File: src/rtl/fbw_pkg.sv
package fbw_pkg;

    typedef enum logic [3:0] {
        S_IDLE,
        S_CMD_A,
        S_SETUP_WAIT,
        S_CMD_B,
        S_POLL_CMD,
        S_POLL_RD,
        S_POLL_CHK,
        S_CLR_ST,
        S_RST_RD,
        S_VFY_RD,
        S_VFY_CHK,
        S_FINISH
    } fbw_state_e;

    typedef enum logic {
        OP_ERASE = 1'b0,
        OP_PROG  = 1'b1
    } fbw_op_e;

    // Device command bytes
    localparam logic [7:0] FC_ERASE_ARM  = 8'h20;
    localparam logic [7:0] FC_ERASE_GO   = 8'hD0;
    localparam logic [7:0] FC_PROG_ARM   = 8'h40;
    localparam logic [7:0] FC_STAT_READ  = 8'h70;
    localparam logic [7:0] FC_STAT_CLEAR = 8'h50;
    localparam logic [7:0] FC_ARRAY_MODE = 8'hFF;

    // Status byte decoding
    localparam int         STAT_READY_BIT = 7;
    localparam logic [7:0] STAT_ERR_MASK  = 8'h38;
    localparam logic [7:0] ERASED_BYTE    = 8'hFF;

endpackage

File: src/rtl/fbw_counter.sv
// Up counter with synchronous clear; wraps to zero after LIMIT-1.
module fbw_counter #(
    parameter int LIMIT = 2,
    parameter int W     = (LIMIT > 1) ? $clog2(LIMIT) : 1
) (
    input  logic         clk,
    input  logic         rst_n,
    input  logic         clr,
    input  logic         inc,
    output logic [W-1:0] cnt,
    output logic         at_last
);

    assign at_last = (cnt == W'(LIMIT - 1));

    always_ff @(posedge clk) begin
        if (!rst_n) begin
            cnt <= '0;
        end else if (clr) begin
            cnt <= '0;
        end else if (inc) begin
            cnt <= at_last ? '0 : cnt + W'(1);
        end
    end

endmodule

File: src/rtl/fbw_status_eval.sv
// Splits a device status byte into ready and fault indications.
module fbw_status_eval
    import fbw_pkg::*;
(
    input  logic [7:0] stat,
    output logic       ready,
    output logic       fault
);

    always_comb begin
        ready = stat[STAT_READY_BIT];
        fault = |(stat & STAT_ERR_MASK);
    end

endmodule

File: src/rtl/flash_bank_writer.sv
module flash_bank_writer
    import fbw_pkg::*;
#(
    parameter int BANK_BYTES = 8192,
    parameter int NUM_BANKS  = 2,
    parameter int SETUP_CYC  = 250,
    parameter int POLL_LIMIT = 1000000
) (
    input  logic                                              clk,
    input  logic                                              rst_n,
    input  logic                                              start,
    input  logic                                              op_prog,
    input  logic [$clog2(NUM_BANKS)-1:0]                      bank_sel,
    output logic                                              busy,
    output logic                                              done,
    output logic                                              timeout_flag,
    output logic                                              vfy_fail,
    output logic                                              dev_err,
    output logic [$clog2(NUM_BANKS)+$clog2(BANK_BYTES)-1:0]   fl_addr,
    output logic [7:0]                                        fl_wdata,
    output logic                                              fl_we,
    output logic                                              fl_re,
    input  logic [7:0]                                        fl_rdata,
    output logic [$clog2(BANK_BYTES)-1:0]                     src_addr,
    input  logic [7:0]                                        src_data
);

    localparam int AW = $clog2(BANK_BYTES);
    localparam int BW = $clog2(NUM_BANKS);
    localparam int GW = (SETUP_CYC > 1) ? $clog2(SETUP_CYC) : 1;
    localparam int PW = (POLL_LIMIT > 1) ? $clog2(POLL_LIMIT) : 1;

    fbw_state_e     state, state_nx;
    fbw_op_e        op_q;
    logic [BW-1:0]  bank_q;

    logic [AW-1:0]  idx;
    logic           idx_last;
    logic [GW-1:0]  gap_cnt;
    logic           gap_last;
    logic [PW-1:0]  poll_cnt;
    logic           poll_last;

    logic           st_ready, st_fault;
    logic           accept;
    logic [7:0]     expect_byte;
    logic           mismatch;

    assign accept      = (state == S_IDLE) && start;
    assign expect_byte = (op_q == OP_PROG) ? src_data : ERASED_BYTE;
    assign mismatch    = (fl_rdata != expect_byte);

    // Byte index: shared by the program loop and the read-back walk
    fbw_counter #(.LIMIT(BANK_BYTES), .W(AW)) u_idx (
        .clk     (clk),
        .rst_n   (rst_n),
        .clr     (accept || (state == S_RST_RD)),
        .inc     (((state == S_POLL_CHK) && st_ready && (op_q == OP_PROG) && !idx_last) ||
                  ((state == S_VFY_CHK) && !idx_last)),
        .cnt     (idx),
        .at_last (idx_last)
    );

    // Setup gap between program arm and data write
    fbw_counter #(.LIMIT(SETUP_CYC), .W(GW)) u_gap (
        .clk     (clk),
        .rst_n   (rst_n),
        .clr     (state != S_SETUP_WAIT),
        .inc     (state == S_SETUP_WAIT),
        .cnt     (gap_cnt),
        .at_last (gap_last)
    );

    // Poll tries, restarted for each poll loop
    fbw_counter #(.LIMIT(POLL_LIMIT), .W(PW)) u_poll (
        .clk     (clk),
        .rst_n   (rst_n),
        .clr     (state == S_CMD_B),
        .inc     ((state == S_POLL_CHK) && !st_ready),
        .cnt     (poll_cnt),
        .at_last (poll_last)
    );

    fbw_status_eval u_stat (
        .stat  (fl_rdata),
        .ready (st_ready),
        .fault (st_fault)
    );

    // State register, latched command and result flags
    always_ff @(posedge clk) begin
        if (!rst_n) begin
            state        <= S_IDLE;
            op_q         <= OP_ERASE;
            bank_q       <= '0;
            timeout_flag <= 1'b0;
            vfy_fail     <= 1'b0;
            dev_err      <= 1'b0;
        end else begin
            state <= state_nx;
            if (accept) begin
                op_q         <= fbw_op_e'(op_prog);
                bank_q       <= bank_sel;
                timeout_flag <= 1'b0;
                vfy_fail     <= 1'b0;
                dev_err      <= 1'b0;
            end
            if (state == S_POLL_CHK) begin
                if (st_ready && st_fault) begin
                    dev_err <= 1'b1;
                end
                if (!st_ready && poll_last) begin
                    timeout_flag <= 1'b1;
                end
            end
            if ((state == S_VFY_CHK) && mismatch) begin
                vfy_fail <= 1'b1;
            end
        end
    end

    // Transitions
    always_comb begin
        state_nx = state;
        unique case (state)
            S_IDLE:       if (start) state_nx = S_CMD_A;
            S_CMD_A:      state_nx = (op_q == OP_PROG) ? S_SETUP_WAIT : S_CMD_B;
            S_SETUP_WAIT: if (gap_last) state_nx = S_CMD_B;
            S_CMD_B:      state_nx = S_POLL_CMD;
            S_POLL_CMD:   state_nx = S_POLL_RD;
            S_POLL_RD:    state_nx = S_POLL_CHK;
            S_POLL_CHK: begin
                if (st_ready) begin
                    if ((op_q == OP_ERASE) || idx_last) state_nx = S_CLR_ST;
                    else                                state_nx = S_CMD_A;
                end else if (poll_last) begin
                    state_nx = S_CLR_ST;
                end else begin
                    state_nx = S_POLL_CMD;
                end
            end
            S_CLR_ST:     state_nx = S_RST_RD;
            S_RST_RD:     state_nx = S_VFY_RD;
            S_VFY_RD:     state_nx = S_VFY_CHK;
            S_VFY_CHK:    state_nx = idx_last ? S_FINISH : S_VFY_RD;
            S_FINISH:     state_nx = S_IDLE;
            default:      state_nx = S_IDLE;
        endcase
    end

    // Outputs
    always_comb begin
        busy     = (state != S_IDLE);
        done     = (state == S_FINISH);
        fl_we    = 1'b0;
        fl_re    = 1'b0;
        fl_wdata = 8'h00;
        fl_addr  = {bank_q, AW'(0)};
        src_addr = idx;
        unique case (state)
            S_CMD_A: begin
                fl_we = 1'b1;
                if (op_q == OP_PROG) begin
                    fl_addr  = {bank_q, idx};
                    fl_wdata = FC_PROG_ARM;
                end else begin
                    fl_wdata = FC_ERASE_ARM;
                end
            end
            S_CMD_B: begin
                fl_we = 1'b1;
                if (op_q == OP_PROG) begin
                    fl_addr  = {bank_q, idx};
                    fl_wdata = src_data;
                end else begin
                    fl_wdata = FC_ERASE_GO;
                end
            end
            S_POLL_CMD: begin
                fl_we    = 1'b1;
                fl_wdata = FC_STAT_READ;
            end
            S_POLL_RD: fl_re = 1'b1;
            S_CLR_ST: begin
                fl_we    = 1'b1;
                fl_wdata = FC_STAT_CLEAR;
            end
            S_RST_RD: begin
                fl_we    = 1'b1;
                fl_wdata = FC_ARRAY_MODE;
            end
            S_VFY_RD: begin
                fl_re   = 1'b1;
                fl_addr = {bank_q, idx};
            end
            default: ;
        endcase
    end

    // Assertions
    p_busy_hold_r1: assert property (@(posedge clk) disable iff (!rst_n)
        (busy && !done) |=> busy);

    p_done_drop_r1: assert property (@(posedge clk) disable iff (!rst_n)
        done |=> (!busy && !done));

    p_erase_at_base_r2: assert property (@(posedge clk) disable iff (!rst_n)
        (busy && (op_q == OP_ERASE) && fl_we) |-> (fl_addr[AW-1:0] == '0));

    p_gap_bound_r3: assert property (@(posedge clk) disable iff (!rst_n)
        gap_cnt <= GW'(SETUP_CYC - 1));

    p_strobe_excl_r4: assert property (@(posedge clk) disable iff (!rst_n)
        !(fl_we && fl_re));

    p_poll_bound_r5: assert property (@(posedge clk) disable iff (!rst_n)
        poll_cnt <= PW'(POLL_LIMIT - 1));

    p_timeout_wrapup_r5: assert property (@(posedge clk) disable iff (!rst_n)
        $rose(timeout_flag) |-> (fl_we && (fl_wdata == FC_STAT_CLEAR)));

    p_ignore_start_r10: assert property (@(posedge clk) disable iff (!rst_n)
        (busy && start) |=> ($stable(op_q) && $stable(bank_q)));

    p_flags_clear_r12: assert property (@(posedge clk) disable iff (!rst_n)
        (!busy && start) |=> (!timeout_flag && !vfy_fail && !dev_err && busy));

endmodule

File: config.mk
export PLATFORM = sky130hd
export DESIGN_NAME = flash_bank_writer
export DESIGN_NICKNAME = d
export VERILOG_FILES = /design/src/rtl/fbw_pkg.sv /design/src/rtl/fbw_counter.sv /design/src/rtl/fbw_status_eval.sv /design/src/rtl/flash_bank_writer.sv
export SDC_FILE = /design/constraint.sdc
export NUM_CORES = 1
export LEC_CHECK = 0
export BUFFER_PORTS_ARGS = -buffer_cell sky130_fd_sc_hd__buf_2
export CORE_ASPECT_RATIO = 1.75
export CORE_MARGIN = 3
export CORE_UTILIZATION = 35
export CTS_BUF_LIST = sky130_fd_sc_hd__clkbuf_8
export DETAILED_ROUTE_END_ITERATION = 16
export GPL_TIMING_DRIVEN = 0
export SYNTH_ARGS = -nofsm -noshare
export SYNTH_HDL_FRONTEND = slang
export SYNTH_SLANG_ARGS = --single-unit
export TNS_END_PERCENT = 30
File: constraint.sdc
create_clock -name clk -period 2.3 [get_ports clk]
set_clock_uncertainty 0.2 [all_clocks]
set_input_delay 0.23 -clock clk [delete_from_list [all_inputs] [get_ports clk]]
set_output_delay 0.23 -clock clk [all_outputs]
set_load 0.01 [all_outputs]
==> summary.txt <==
Placed design
  • Placed Instance Area: approximately 3400 µm²
  • Placed Cells: 544
  • Routability congestion estimate from global placement: 0.875
  • Post-DP HPWL: ~5.7 mm
  • # port buffers: 61

Final layout
  • Area grow syn2layout: 20.2%
  • Layout Nets: 466
  • Final instance area: 3570 µm²
  • # diodes: 0
  • Fill cells: approximately 820
  • Layout cells sized above 1: 21.5%
  • Final core occ: 44.0%
  • Cell Count, Final, Fillers Out: 554

STA
  • Max frequency: about 470 MHz
  • Headroom to the max-slew limit: 53.5%
  • Final hold violations: 0
  • Fin. max-slew vios: 0
  • Unrepaired setup endpoints after global routing: no
  • Worst slew pin tran: 0.697 ns
  • Post-layout min period: 2.15 ns
  • Period utilisation layout: a little over 90%
  • Finish-stage setup viols: 0
  • Worst hold slack: 0.117 ns

Detailed routing
  • Wire length per cell: 13.3 µm
  • Drt total wl: 7.40 mm
  • Drt drc: 0
  • Drt first-iter violations: 126
  • ANT nets after route: 0
  • Via density: 5.05
  • Vias: 2,795
  • Pre-antenna DRT Iters: 4

CTS
  • TritonCTS Sinks: 50
  • Clock Latency Late Sink: 0.31 ns
  • Clock tree buffer depth: 2
  • Num CTS Buffers: 5
  • CTS tree: done
  • Root Driver: clkbuf_8
  • Htree depth: 2
  • Clock-pin slew on the worst setup and hold paths: 0.09 ns

Power and ir drop
  • PD cells: 492 nW/µm²
  • Leak: 1.44 nW
  • Worst IR drop on VDD: 0.209 mV

Synthesis
  • Synth Instances: approximately 370
  • Top cell type's share of synthesized area: 33.7%
  • Leading area contributor after synthesis: dfxtp_1
  • Yosys cell types: 51
  • Post-synth EDFFs: 0
  • Synth cell count leaders: nor2_1 (54), dfxtp_1 (50), nand2_1 (28), xor2_1 (28), nand3_1 (23)
  • Synth Area per Inst: 8.02 µm²
  • Synth Warn #: 0
  • Most numerous cell in the Yosys netlist: nor2_1
  • Register area share after synthesis: 33.7%
  • Post-synthesis cell area: 2970 µm²
  • Post-synthesis register bit count: 50
  • Synth Flop Type: dfxtp_1
  • Post-Syn Nets: 396
  • Largest cells by area after synthesis: dfxtp_1 (34%), xor2_1 (8.2%), nor2_1 (6.8%)
  • Asr flop ratio synth: 0%

Global routing
  • Overflow after GRT: 0
  • Largest net degree at the start of global routing: 15
  • First-pass GRT wire length: 12.0 mm
  • Total track usage: between 15 and 20%
  • Number of global-route vias before repair: 2,670
  • Initial antenna violation count: 0

Die
  • Die Span Y: 128 µm
  • Core Area: 8120 µm²
  • Die width: roughly 76 µm
  • Die ar.: ~9700 µm²
  • Boundary pin count: 63
  • Starting Density: 36.6%
  • FP Rows: 43

Status
  • Outcome: complete, no violations

Run
  • Max-cap violations: 0

Worst hold path
  • Hold Path Class: in -> reg

Setup path
  • Req. time, crit path: 1.87 ns
  • Arr. time, crit path: between 1.5 and 2 ns
  • Reg2reg setup slack: 0.27 ns
  • Setup CP Type: reg -> out
  • CP max FO: 10
  • CP Launch Type: flip-flop
  • Critical path endpoint category: primary output
==> per-layer routing <==
layer	up-vias	routed length (µm)	track usage, %
li1	1442	-	-
met1	1280	3010	16.5
met5	-	0	0
met3	14	252	3.06
met2	59	3930	29.4
met4	0	203	6.69
==> cells in the final DEF, fill, tap and decap left out, types with 2 or more instances in the layout <==
cell type      synthesis  layout
or3_1                  3       3
nand2b_1               9       9
o21ai_0               17      17
and4_1                 6       6
clkbuf_1               9       3
nor3_1                 8       6
clkbuf_2               0       3
and3_1                 6       6
o41ai_1                3       3
nor4_4                 2       2
nor4b_1                2       2
nand3_1               23      23
buf_2                  6      65
xnor2_1               11      11
nand4b_1               3       3
a31oi_1                8       8
nand4_1               11      11
buf_4                  2       2
a21boi_0               2       2
xor2_1                28      28
ha_1                   4       4
clkbuf_8               0       6
dfxtp_2                0       2
nand3b_1               4       4
and2_1                17      17
clkbuf_4               0       4
nor2_1                54      54
mux2i_1                2       2
o21a_1                 2       2
dfxtp_1               50      48
a21oi_1               17      17
nand2_1               28      27
dlygate4sd3_1          0       3
inv_1                 10      11
nor2b_1                3       3
==> worst paths after layout <==
path / startpoint / end / cells after the start
max: state[1] / fl_wdata[3] / 7
min: fl_rdata[7] / dev_err / 3
max reg2reg: u_idx.cnt[0] / state[1] / 6
min reg2reg: dev_err / dev_err / 2
==> state kept, by name, summed over array words and instances, names as in the netlist <==
name / cells
dev_err: 1
vfy_fail: 1
timeout_flag: 1
u_idx.cnt: 13
bank_q: 1
u_poll.cnt: 20
u_gap.cnt: 8
op_q: 1
state: 4
==> metrics by stage <==
stage	power, mW	setup TNS, ns	worst slack, ns
2_1_floorplan	1.13	0	0.415
3_3_place_gp	1.23	0	0.112
3_5_place_dp	1.24	0	0.102
4_1_cts	1.77	-0.00198	-0.00198
5_1_grt	1.85	0	0.00193
6_report	1.76	0	0.150
==> where the power goes <==
part | internal, mW | switching [mW] | leakage (nW)
combinational | 0.132 | 0.198 | 0.984
clock | 0.239 | 0.287 | 0.0524
sequential | 0.880 | 0.0217 | 0.404
==> layout make-up <==
| cell class | instances | area [µm²] | share of cell area (%) |
|---|---|---|---|
| Multi-Input combinational cell | 293 | 1860 | 52.2 |
| Sequential cell | 50 | 1000 | 28.1 |
| Timing Repair Buffer | 64 | 335 | 9.38 |
| Tap cell | 112 | 140 | 3.92 |
| Buffer | 17 | 103 | 2.87 |
| Clock buffer | 6 | 82.6 | 2.31 |
| Inverter | 10 | 37.5 | 1.05 |
| Clock inverter | 2 | 8.76 | 0.245 |
==> kinds of logic after synthesis <==
kind of cell | synth area share, %
AOI/OAI and AO/OA | 13.0
xor gates and xnor gates | 11.5
adders and majority gates | 1.68
buffers and inverters | 4.29
DFF | 33.7
muxes | 0.673
and+or+nand+nor | 35.2
==> worst max-delay path: stages (launching register included) <==
cell and delay (ns):
dfxtp_2 0.39, clkbuf_4 0.20, clkbuf_4 0.22, nand2_2 0.11
nor3_4 0.17, a21oi_1 0.09, nor2_1 0.09, buf_2 0.13
==> repair_timing <==
item                       CTS  global route
setup endpoints to repair   18            18
hold buffers                 3             0
gates resized for setup      5            14
setup buffers                0             0
hold endpoints to repair     3             0
Power figures use the tool's default switching activity.
